$ cat src/rtl/usb_evt_pkg.sv
package usb_evt_pkg;
    localparam int REG_W  = 8;
    localparam int STAT_W = 5;

    localparam int BIT_EP0_RX = 0;
    localparam int BIT_EP0_TX = 1;
    localparam int BIT_EP1_TX = 2;
    localparam int BIT_SUSP   = 3;
    localparam int BIT_RESUME = 4;

    localparam logic [1:0] SEL_STAT = 2'd0;
    localparam logic [1:0] SEL_EN   = 2'd1;
    localparam logic [1:0] SEL_ADDR = 2'd2;
    localparam logic [1:0] SEL_NONE = 2'd3;

    typedef enum logic {
        ST_COUNTING  = 1'b0,
        ST_SUSPENDED = 1'b1
    } idle_state_t;
endpackage

$ cat src/rtl/usb_idle_timer.sv
module usb_idle_timer
    import usb_evt_pkg::*;
#(
    parameter int IDLE_TICKS = 3000
) (
    input  logic clk,
    input  logic rst_n,
    input  logic tick,
    input  logic bus_active,
    output logic suspend_evt
);
    localparam int CNT_W = $clog2(IDLE_TICKS + 1);
    localparam logic [CNT_W-1:0] LIMIT = CNT_W'(IDLE_TICKS);

    idle_state_t state_q, state_d;
    logic [CNT_W-1:0] cnt_q, cnt_d;
    logic at_limit;

    assign at_limit = (cnt_q == LIMIT);

    always_ff @(posedge clk or negedge rst_n) begin
        if (!rst_n) begin
            state_q <= ST_COUNTING;
            cnt_q   <= '0;
        end else begin
            state_q <= state_d;
            cnt_q   <= cnt_d;
        end
    end

    always_comb begin
        state_d = state_q;
        cnt_d   = cnt_q;
        unique case (state_q)
            ST_COUNTING: begin
                if (bus_active) begin
                    cnt_d = '0;
                end else if (tick) begin
                    if (at_limit) begin
                        state_d = ST_SUSPENDED;
                    end else begin
                        cnt_d = cnt_q + 1'b1;
                    end
                end
            end
            ST_SUSPENDED: begin
                if (bus_active) begin
                    state_d = ST_COUNTING;
                    cnt_d   = '0;
                end
            end
            default: begin
                state_d = ST_COUNTING;
                cnt_d   = '0;
            end
        endcase
    end

    always_comb begin
        suspend_evt = 1'b0;
        unique case (state_q)
            ST_COUNTING:  suspend_evt = !bus_active && tick && at_limit;
            ST_SUSPENDED: suspend_evt = 1'b0;
            default:      suspend_evt = 1'b0;
        endcase
    end
endmodule

$ cat src/rtl/usb_sticky_w1c.sv
module usb_sticky_w1c #(
    parameter int W = 5
) (
    input  logic         clk,
    input  logic         rst_n,
    input  logic [W-1:0] set_vec,
    input  logic [W-1:0] clr_vec,
    output logic [W-1:0] flags_q
);
    for (genvar i = 0; i < W; i++) begin : g_flag
        always_ff @(posedge clk or negedge rst_n) begin
            if (!rst_n) begin
                flags_q[i] <= 1'b0;
            end else if (set_vec[i]) begin
                flags_q[i] <= 1'b1;
            end else if (clr_vec[i]) begin
                flags_q[i] <= 1'b0;
            end
        end
    end
endmodule

$ cat src/rtl/usb_evt_status.sv
module usb_evt_status
    import usb_evt_pkg::*;
#(
    parameter int IDLE_TICKS = 3000,
    parameter int ADDR_W     = 7
) (
    input  logic              clk,
    input  logic              rst_n,
    input  logic              tick,
    input  logic              bus_active,
    input  logic              resume_det,
    input  logic              ep0_rx_done,
    input  logic              ep0_tx_done,
    input  logic              ep1_tx_done,
    input  logic              wr_en,
    input  logic [1:0]        wr_sel,
    input  logic [REG_W-1:0]  wr_data,
    input  logic [1:0]        rd_sel,
    output logic [REG_W-1:0]  rd_data,
    output logic              irq,
    output logic [ADDR_W-1:0] dev_addr
);
    logic [STAT_W-1:0] stat_q;
    logic [STAT_W-1:0] set_vec;
    logic [STAT_W-1:0] clr_vec;
    logic [STAT_W-1:0] en_q;
    logic [ADDR_W-1:0] addr_q;
    logic              suspend_evt;

    usb_idle_timer #(.IDLE_TICKS(IDLE_TICKS)) u_idle (
        .clk         (clk),
        .rst_n       (rst_n),
        .tick        (tick),
        .bus_active  (bus_active),
        .suspend_evt (suspend_evt)
    );

    always_comb begin
        set_vec             = '0;
        set_vec[BIT_EP0_RX] = ep0_rx_done;
        set_vec[BIT_EP0_TX] = ep0_tx_done;
        set_vec[BIT_EP1_TX] = ep1_tx_done;
        set_vec[BIT_SUSP]   = suspend_evt;
        set_vec[BIT_RESUME] = resume_det;
    end

    assign clr_vec = (wr_en && wr_sel == SEL_STAT) ? wr_data[STAT_W-1:0] : '0;

    usb_sticky_w1c #(.W(STAT_W)) u_flags (
        .clk     (clk),
        .rst_n   (rst_n),
        .set_vec (set_vec),
        .clr_vec (clr_vec),
        .flags_q (stat_q)
    );

    always_ff @(posedge clk or negedge rst_n) begin
        if (!rst_n) begin
            en_q   <= '0;
            addr_q <= '0;
        end else if (wr_en) begin
            if (wr_sel == SEL_EN)   en_q   <= wr_data[STAT_W-1:0];
            if (wr_sel == SEL_ADDR) addr_q <= wr_data[ADDR_W-1:0];
        end
    end

    always_comb begin
        rd_data = '0;
        unique case (rd_sel)
            SEL_STAT: rd_data[STAT_W-1:0] = stat_q;
            SEL_EN:   rd_data[STAT_W-1:0] = en_q;
            SEL_ADDR: rd_data[ADDR_W-1:0] = addr_q;
            SEL_NONE: rd_data = '0;
            default:  rd_data = '0;
        endcase
    end

    assign irq      = |(stat_q & en_q);
    assign dev_addr = addr_q;
endmodule

$ cat config.mk
export PLATFORM = sky130hd
export DESIGN_NAME = usb_evt_status
export DESIGN_NICKNAME = d
export VERILOG_FILES = /design/src/rtl/usb_evt_pkg.sv /design/src/rtl/usb_idle_timer.sv /design/src/rtl/usb_sticky_w1c.sv /design/src/rtl/usb_evt_status.sv
export SDC_FILE = /design/constraint.sdc
export NUM_CORES = 1
export LEC_CHECK = 0
export ABC_AREA = 0
export CAP_MARGIN = 20
export CORE_AREA = 2 2 52 91
export DETAILED_ROUTE_END_ITERATION = 16
export DIE_AREA = 0 0 54 93
export PLACE_DENSITY = 0.6
export REMOVE_ABC_BUFFERS = 1
export SLEW_MARGIN = 10
export SYNTH_ARGS = -nofsm -noshare
export SYNTH_HDL_FRONTEND = slang
export SYNTH_SLANG_ARGS = --single-unit
$ cat constraint.sdc
create_clock -name clk -period 1.9 [get_ports clk]
set_clock_uncertainty 0.05 [all_clocks]
set_input_delay 0.38 -clock clk [delete_from_list [all_inputs] [get_ports clk]]
set_output_delay 0.38 -clock clk [all_outputs]
set_load 0.01 [all_outputs]
==> flow_summary.toml, run 1 <==
[status]
outcome = "finished clean"

[timing]
final_period_minus_worst_setup_slack_ns = 1.85
hold_viol = 0
clock.fmax_mhz = 541
timing.final.crit_share_pct = 97.3
rsz0062_at_grt = "false"
timing.final.max_slew_violations = 0
setup_violations = 0
totalNegativeSetupSlack_ns = 0

[grt]
grt_pass1_vias = 1381
antenna_found_initial = 0
largest_net_degree_at_the_start_of_global_routing = 31
globalRoute.totalOverflow = 0
global_route.usage.total_pct = 17.4
grt_pass1_wl_um = 6400

[placed_design]
hpwl_after_dpl_um = 3120
post-place-cells = 240
gp_congestion = 0.807
port-buffer-count = 34

[yosys]
main_combinational_cell_family_by_area_after_synthesis = "simple AND/OR/NAND/NOR gates"
synth_async_sr_flop_share_pct = 100
post_synth_and_or_nand_nor_area_fraction_pct = 21.3
synth-edff-count = 0
netlist_instances = 148
syn-cell-area_mm2 = 0.00158
synth-xor-area-share_pct = 0
proportion_of_synthesized_area_in_mux_cells_pct = 13.8
synth-adder-area-share_pct = 1.58
post_synth.cell_area_avg_um2 = 10.7
yosys_register_bits = 30
yosys_most_used_dff = "sky130_fd_sc_hd__dfrtp_1"
post_synth_main_area_contributors = "sky130_fd_sc_hd__dfrtp_1 (48%), sky130_fd_sc_hd__mux2_2 (10%), sky130_fd_sc_hd__mux2i_1 (3.8%)"
yosysTopAreaCell = "sky130_fd_sc_hd__dfrtp_1"
synth-compound-area-share_pct = 13.1
synth.top_cell.area_share_pct = 47.5
synthDistinctLibCells = 39
yosys_warnings = 0
synth.yosys.seq_area_share_pct = 47.5

[power]
worst_ir_drop_vdd_mv = 0.492
power.density_cell_area_mw_per_mm2 = 795
total_leakage_power_nw = 0.919

[finish]
final_layout_size_suffix_gt1_share_pct = 22.8
layout_common_cells = "sky130_fd_sc_hd__dfrtp_1 (30), sky130_fd_sc_hd__clkdlybuf4s50_1 (24), sky130_fd_sc_hd__nand2_1 (15), sky130_fd_sc_hd__mux2_2 (14), sky130_fd_sc_hd__o21ai_0 (10)"
area_growth_pct = 35.3
layout.cells.non_filler = 248
utilization_pct = 49.4
diodes = 0
layout.nets = 219
mostFrequentLayoutCell = "sky130_fd_sc_hd__dfrtp_1"

[route]
drt.antenna.violating_nets = 0
drcViolationCount = 0
dr.pass1.iters = 4
total_wire_length_um = 4080
route.vias.total = 1355
drtIter0Drc = 20
routedWlPerCell_um = 16.5
post_drt_via_cell_ratio = 5.46

[clock_tree]
cts_tree = "yes"
htree_levels = 2
cts_post_setup_buffers_inserted = 0
number_of_buffers_on_the_longest_clock_path = 2
clock_transition_at_the_registers_of_the_reported_paths_ns = 0.07
cts.sink_count = 30
holdBufCountCts = 0
clock_latency_ns = 0.28
root_buffer = "sky130_fd_sc_hd__clkbuf_8"
cts_made_buffers = 5

[hold_path]
hold_path_class = "in2async"

[critical_path]
r2r_start = "u_idle.cnt_q[0]"
data_arrival_time_at_the_worst_slack_endpoint_ns = 1.42
setup.reg_to_reg.worst_slack_ns = 0.24
worst_setup_path_start_kind = "flip-flop"
worstPathMaxFanout = 3
timing.reg2reg.worst_path_depth = 4
critical_path_required_ns = 1.47
worstReg2RegEnd = "u_idle.cnt_q[10]"
criticalPathCategory = "reg2out"
cp-end-kind = "output pin"

[floorplanning]
die_area_mm2 = 0.00502
fp.dieH_um = 93
count_of_standard_cell_rows = 32
horiz_die_dim_um = 54
ports = 37
initial_utilization_pct = 36.5
core_area_mm2 = 0.00432

[run]
drv.max_cap_violation_count = 0
[cell usage after synthesis (3+ instances only)]
cell type,n
sky130_fd_sc_hd__nor2_1,3
sky130_fd_sc_hd__inv_1,6
sky130_fd_sc_hd__nand2_1,15
sky130_fd_sc_hd__a21o_1,4
sky130_fd_sc_hd__o21ai_0,10
sky130_fd_sc_hd__nor2b_1,5
sky130_fd_sc_hd__nand3_1,4
sky130_fd_sc_hd__or3_1,4
sky130_fd_sc_hd__mux2i_1,6
sky130_fd_sc_hd__a21oi_1,5
sky130_fd_sc_hd__nand3b_1,4
sky130_fd_sc_hd__nand4_1,3
sky130_fd_sc_hd__mux2_2,14
sky130_fd_sc_hd__dfrtp_1,30
[flip-flops by register name, indices dropped and copies added (netlist names)]
name,count
dev_addr,7
u_idle.state_q,1
u_flags.flags_q,5
en_q,5
u_idle.cnt_q,12
[worst max-delay path by stage]
stage,startpoint,to,slack [ns]
2_1_floorplan,u_idle.cnt_q[0],u_idle.cnt_q[10],0.42
3_3_place_gp,rd_sel[1],rd_data[2],-0.33
3_5_place_dp,rd_sel[1],rd_data[2],-0.37
4_1_cts,en_q[3],irq,0.02
5_1_grt,en_q[3],irq,0.04
6_report,en_q[3],irq,0.05
[per-stage QoR]
| step | total power (W) | hold slack, ns | area [um2] | setup WS, ns |
|---|---|---|---|---|
| after global placement | 0.00109 | 0.435 | 2040 | -0.331 |
| after floorplan | 0.000885 | 0.0344 | 1560 | 0.423 |
| after global routing | 0.00177 | 0.483 | 2140 | 0.0364 |
| final | 0.00170 | 0.452 | 2140 | 0.0510 |
| after CTS | 0.00172 | 0.454 | 2120 | 0.0236 |
| after detailed placement | 0.00110 | 0.439 | 2040 | -0.373 |
[worst max-delay path, stage by stage, from the launching register on]
cell and delay (ns):
sky130_fd_sc_hd__dfrtp_1 0.40, sky130_fd_sc_hd__a222oi_1 0.41, sky130_fd_sc_hd__nand2_1 0.08, sky130_fd_sc_hd__clkdlybuf4s15_1 0.25
[layer usage]
metal,share of wire [%],track usage (%)
met1,36,15.9
met2,57,34.7
met3,5.5,3.99
met5,0,0
met4,1.1,5.63
[cell families after synthesis]
family	Yosys count
other	1
buffers and inverters	9
AOI/OAI and AO/OA	31
adders and majority gates	2
DFF	30
muxes	20
and+or+nand+nor	55
[report_power, final]
group | switching [W] | leakage, nW | total [W] | internal, W
Combinational | 0.000137 | 0.490 | 0.000323 | 0.000186
Clock | 0.000241 | 0.0579 | 0.000626 | 0.000385
Sequential | 0.0000517 | 0.372 | 0.000749 | 0.000697
Total | 0.000429 | 0.919 | 0.00170 | 0.00127
[area by class of cell]
class	instances	area (um2)
fill	410	2190
sequential	30	751
timing repair buffer	44	393
tap	51	63.8
clock inverter	3	40.0
inverter	6	22.5
clock buffer	5	68.8
multi-input combinational	109	797
[repair_timing]
item | 4_1_cts | 5_1_grt
endpoints found under the setup margin | 8 | 5
gates resized for setup | 31 | 5
pin swaps | 1 | 0
(Power assumes the default switching activity.)
==> run 2: changes to the inputs <==
CORE_AREA = 2 2 53 91   (was 2 2 52 91)
DIE_AREA = 0 0 55 93   (was 0 0 54 93)
PLACE_DENSITY = 0.59   (was 0.6)
SYNTH_HIERARCHICAL = 1   (was unset)
clock period = 2.1 ns   (was 1.9 ns; I/O delays follow)
==> flow_summary.toml, run 2 <==
[route]
drcViolationCount = 0
drt.antenna.violating_nets = 0
routedWlPerCell_um = 15.2
dr.pass1.iters = 4
drtIter0Drc = 15
total_wire_length_um = 3610
route.vias.total = 1244
post_drt_via_cell_ratio = 5.25

[yosys]
yosysTopAreaCell = "sky130_fd_sc_hd__dfrtp_1"
synth.top_cell.area_share_pct = 46.9
post_synth.cell_area_avg_um2 = 11.6
post_synth_main_area_contributors = "sky130_fd_sc_hd__dfrtp_1 (47%), sky130_fd_sc_hd__mux2_2 (8.5%), sky130_fd_sc_hd__xor2_1 (3.8%)"
synth.yosys.seq_area_share_pct = 46.9
post-synth-top-count-cell = "sky130_fd_sc_hd__dfrtp_1"
netlist_instances = 138
synth_async_sr_flop_share_pct = 100
synthDistinctLibCells = 41
synth-edff-count = 0
yosys_warnings = 6
synth_top_cells_by_count = "sky130_fd_sc_hd__dfrtp_1 (30), sky130_fd_sc_hd__mux2_2 (12), sky130_fd_sc_hd__nor2_1 (11)"
yosys_most_used_dff = "sky130_fd_sc_hd__dfrtp_1"
yosys_register_bits = 30
syn-cell-area_mm2 = 0.00160

[power]
worst_ir_drop_vdd_mv = 0.484
power_switching_share_pct = 24.4
power.density_cell_area_mw_per_mm2 = 708
p_int_w = 0.00115
switchingPower_w = 0.000372
clkPwrFrac_pct = 36.8
design_power_total_w = 0.00153
seq_power_share_pct = 43.9
total_leakage_power_nw = 0.952
comb_power_share_pct = 19.3

[clock_tree]
number_of_buffers_on_the_longest_clock_path = 2
clock_latency_ns = 0.28
clock_transition_at_the_registers_of_the_reported_paths_ns = 0.07
cts.sink_count = 30
root_buffer = "sky130_fd_sc_hd__clkbuf_8"
cts_tree = "yes"
htree_levels = 2
cts_made_buffers = 5

[finish]
area_growth_pct = 35.0
multi_input_comb_area_um2 = 806
diodes = 0
layout_common_cells = "sky130_fd_sc_hd__dfrtp_1 (30), sky130_fd_sc_hd__clkdlybuf4s50_1 (25), sky130_fd_sc_hd__mux2_2 (12), sky130_fd_sc_hd__nor2_1 (11), sky130_fd_sc_hd__buf_4 (8)"
final_layout_size_suffix_gt1_share_pct = 20.4
max_flop_register = "u_idle/cnt_q"
layout.nets = 208
seq_area_um2 = 751
number_of_flip_flops_under_the_largest_register_name = 12
mostFrequentLayoutCell = "sky130_fd_sc_hd__dfrtp_1"
fill_cells = 423

[hold_path]
worst_hold_path.num_cells = 1
hold_path_class = "reg2reg"
hold_path_startpoint = "u_flags/flags_q[2]"

[critical_path]
worstPathCellList = "clkdlybuf4s50_1 > nor2b_1 > buf_4 > o2bb2ai_1 > dlygate4sd2_1"
slowest_stage = "sky130_fd_sc_hd__clkdlybuf4s50_1"
critical-path-max-stage-delay_ns = 0.48
worstPathMaxFanout = 5
cp-end-kind = "output pin"
criticalPathCategory = "in2out"
timing.reg2reg.worst_path_depth = 6
crit_path_start = "rd_sel[0]"
critical_path_required_ns = 1.63
data_arrival_time_at_the_worst_slack_endpoint_ns = 1.56
worst_setup_path_start_kind = "input pin"
r2r_start = "u_idle/cnt_q[0]"

[timing]
timing.final.max_slew_violations = 0
setup_violations = 0
final_period_minus_worst_setup_slack_ns = 2.03
timing.final.crit_share_pct = 96.7
finalHoldWorstSlack_ns = 0.466
rsz0062_at_grt = "false"
totalNegativeSetupSlack_ns = 0
clock.fmax_mhz = 492
hold_viol = 0

[floorplanning]
fp.dieH_um = 93
core_area_mm2 = 0.00440
die_area_mm2 = 0.00512
count_of_standard_cell_rows = 32
ports = 37
initial_utilization_pct = 36.3
horiz_die_dim_um = 55

[grt]
globalRoute.totalOverflow = 0
largest_net_degree_at_the_start_of_global_routing = 31
grt_pass1_vias = 1313
global_route.usage.total_pct = 16.0
grt_pass1_wl_um = 5910
antenna_found_initial = 0

[run]
drv.max_cap_violation_count = 0

[placed_design]
port-buffer-count = 34
gp_congestion = 0.844
hpwl_after_dpl_um = 2780

[status]
outcome = "finished clean"
run 2: power groups by stage:
stage                     Clock [W]  Combinational (W)  Sequential (W)
after global placement            0           0.000305        0.000678
final                      0.000563           0.000294        0.000670
after CTS                  0.000588           0.000298        0.000670
after global routing       0.000615           0.000322        0.000677
after floorplan                   0           0.000117        0.000684
after detailed placement          0           0.000310        0.000681
run 2: cell type report:
type | count | share of cell area, %
inverter | 7 | 1.22
clock buffer | 5 | 3.19
timing repair buffer | 43 | 18.7
clock inverter | 3 | 1.86
tap | 51 | 2.96
multi-input combinational | 98 | 37.3
sequential | 30 | 34.8
run 2: per-layer routing:
layer | share of wire, % | vias up | GRT usage (%) | wire length (um)
met1 | 37 | 591 | 16.2 | 1350
met2 | 54 | 49 | 28.8 | 1950
met5 | 0 | - | 0 | 0
met4 | 2.9 | 0 | 8.13 | 106
met3 | 5.6 | 11 | 3.51 | 204
li1 | - | 593 | - | -
run 2: kinds of logic after synthesis:
kind of cell | Yosys count | synth area share, %
adders and majority gates | 2 | 1.56
buffers and inverters | 10 | 2.66
DFF | 30 | 46.9
muxes | 18 | 12.2
and+or+nand+nor | 49 | 22.0
AOI/OAI and AO/OA | 20 | 10.0
other | 1 | 0.235
xor gates and xnor gates | 8 | 4.38
run 2: through the flow:
| stage | setup WS [ns] | utilization (%) | cell area, um2 | std cells |
|---|---|---|---|---|
| 2_1_floorplan | 0.612 | - | 1580 | 135 |
| 3_5_place_dp | -0.242 | 46.6 | 2050 | 229 |
| 3_3_place_gp | -0.232 | 46.6 | 2050 | 229 |
| 4_1_cts | 0.0625 | 48.9 | 2160 | 237 |
| 6_report | 0.0683 | 49.0 | 2160 | 237 |
| 5_1_grt | 0.00584 | 49.0 | 2160 | 237 |
run 2: timing repair:
action,CTS,global route
gates resized for setup,10,2
setup endpoints to repair,8,2
buffers inserted,0,0
hold buffers,0,0
pin swaps,1,0
run 2: worst max-delay path: cells and delay by family:
family | cells | cell delay [ns]
compound gates | 1 | 0.11
buf+inv | 3 | 0.91
simple gates | 1 | 0.13
run 2: worst paths after layout:
check | end | slack (ns)
max in group asynchronous | u_idle/cnt_q[3] | 1.23
hold / removal | u_flags/flags_q[2] | 0.47
min in group asynchronous | u_flags/flags_q[0] | 0.48
setup / recovery | rd_data[2] | 0.07
setup reg to reg | u_idle/cnt_q[10] | 0.43
hold reg to reg | u_flags/flags_q[2] | 0.47
==> run 3: changes to the inputs <==
CORE_AREA = 2 2 52 91   (was 2 2 53 91)
DIE_AREA = 0 0 54 93   (was 0 0 55 93)
PLACE_DENSITY = 0.6   (was 0.59)
SLEW_MARGIN = unset   (was 10)
SYNTH_HIERARCHICAL = unset   (was 1)
==> flow_summary.toml, run 3 (synthesis results as in run 1) <==
[clock_tree]
cts_post_setup_buffers_inserted = 0
htree_levels = 2
number_of_buffers_on_the_longest_clock_path = 2
root_buffer = "sky130_fd_sc_hd__clkbuf_8"
cts_made_buffers = 5
clock_transition_at_the_registers_of_the_reported_paths_ns = 0.06
cts.sink_count = 30
cts_tree = "yes"
clock_latency_ns = 0.28

[timing]
hold_viol = 0
setup_ws_ns = 0.0523
clock.fmax_mhz = 488
setup_violations = 0
final_period_minus_worst_setup_slack_ns = 2.05
rsz0062_at_grt = "false"
timing.final.max_slew_violations = 0
timing.final.crit_share_pct = 97.5

[grt]
grt_pass1_vias = 1288
antenna_found_initial = 0
globalRoute.totalOverflow = 0
largest_net_degree_at_the_start_of_global_routing = 31
global_route.usage.total_pct = 16.4
grt_pass1_wl_um = 6010

[floorplanning]
horiz_die_dim_um = 54
ports = 37
fp.dieH_um = 93
count_of_standard_cell_rows = 32
initial_utilization_pct = 36.5
die_area_mm2 = 0.00502
core_area_mm2 = 0.00432

[critical_path]
r2r_start = "u_idle.cnt_q[0]"
criticalPathCategory = "in2out"
cp-end-kind = "output pin"
worst_setup_path_start_kind = "input pin"
setup.reg_to_reg.worst_slack_ns = 0.43
worstPathMaxFanout = 7
worstReg2RegEnd = "u_idle.cnt_q[10]"
crit_path_start = "rd_sel[1]"
crit_path_end = "rd_data[5]"
timing.reg2reg.worst_path_depth = 4
critical_path_required_ns = 1.63
data_arrival_time_at_the_worst_slack_endpoint_ns = 1.58

[finish]
number_of_flip_flops_under_the_largest_register_name = 12
final_layout_size_suffix_gt1_share_pct = 19.9
mostFrequentLayoutCell = "sky130_fd_sc_hd__dfrtp_1"
utilization_pct = 49.1
max_flop_register = "u_idle.cnt_q"
diodes = 0
area_growth_pct = 34.5
layout.nets = 218
layout_common_cells = "sky130_fd_sc_hd__dfrtp_1 (30), sky130_fd_sc_hd__clkdlybuf4s50_1 (25), sky130_fd_sc_hd__nand2_1 (15), sky130_fd_sc_hd__mux2_2 (14), sky130_fd_sc_hd__o21ai_0 (10)"

[placed_design]
hpwl_after_dpl_um = 2940
gp_congestion = 0.862
dp_worst_setup_slack_ns = -0.254
port-buffer-count = 34

[run]
drv.max_cap_violation_count = 0

[route]
dr.pass1.iters = 4
total_wire_length_um = 3850
post_drt_via_cell_ratio = 5.47
drtIter0Drc = 27
drcViolationCount = 0
route.vias.total = 1352
drt.antenna.violating_nets = 0
routedWlPerCell_um = 15.6

[power]
power.density_cell_area_mw_per_mm2 = 722
total_leakage_power_nw = 0.894
worst_ir_drop_vdd_mv = 0.420

[hold_path]
hold_path_class = "reg2reg"

[status]
outcome = "finished clean"
## run 3: cell types whose count changed in the layout (fill, tap and decap cells not counted), sizes merged, moves of 4 or more
cell and delta:
and2 -4, and4 -4, nand2 +11, nand3 +4
nor2 -8, nor2b +4, o21ai +8, o2bb2ai -5
xor2 -7
## run 3: where the power goes
group	switching (W)	internal, W
combinational	0.000120	0.000169
sequential	0.0000457	0.000631
clock	0.000219	0.000349
## run 3: metrics by stage
step | hold slack [ns] | std cells | total power [W] | setup TNS (ns) | area (um2)
floorplan | 0.0744 | 145 | 0.000801 | 0 | 1560
global placement | 0.436 | 239 | 0.000985 | -1.53 | 2030
detailed placement | 0.450 | 239 | 0.000995 | -1.58 | 2030
CTS | 0.465 | 247 | 0.00156 | 0 | 2130
global route | 0.487 | 247 | 0.00161 | 0 | 2120
finish | 0.462 | 247 | 0.00153 | 0 | 2120
## run 3: cell type report
class | count | area (um2)
fillers | 402 | 2200
multi-input cells | 109 | 790
flip-flops and latches | 30 | 751
repair buffers | 43 | 388
clock buffers | 5 | 68.8
well taps | 51 | 63.8
clock inverters | 3 | 40.0
inverters | 6 | 22.5
## run 3: how the worst min path moves through the flow
| stage | from | depth (start not counted) | to | slack (ns) |
|---|---|---|---|---|
| global route | u_flags.flags_q[0] | 1 | u_flags.flags_q[0] | 0.49 |
| finish | u_flags.flags_q[1] | 1 | u_flags.flags_q[1] | 0.46 |
| floorplan | rst_n | 0 | dev_addr[0] | 0.07 |
| detailed placement | u_flags.flags_q[0] | 1 | u_flags.flags_q[0] | 0.45 |
| CTS | u_flags.flags_q[0] | 1 | u_flags.flags_q[0] | 0.46 |
| global placement | u_flags.flags_q[0] | 1 | u_flags.flags_q[0] | 0.44 |
## run 3: critical path: stages
cell	delay [ns]
sky130_fd_sc_hd__clkdlybuf4s50_1	0.48
sky130_fd_sc_hd__nor2b_1	0.14
sky130_fd_sc_hd__buf_4	0.16
sky130_fd_sc_hd__and2_1	0.12
sky130_fd_sc_hd__dlygate4sd2_1	0.26
## run 3: repair_timing
item | in CTS | in global routing
pin swaps | 1 | 0
setup endpoints to repair | 8 | 5
gates resized for setup | 9 | 10
hold buffers | 0 | 0
## run 3: per-layer routing
layer  GRT usage (%)  vias to the layer above  wire (um)
li1                -                      644          -
met1            16.6                      644       1450
met5               0                        -          0
met4            7.08                        0         61
met2            30.0                       58       2120
met3            3.83                        6        225
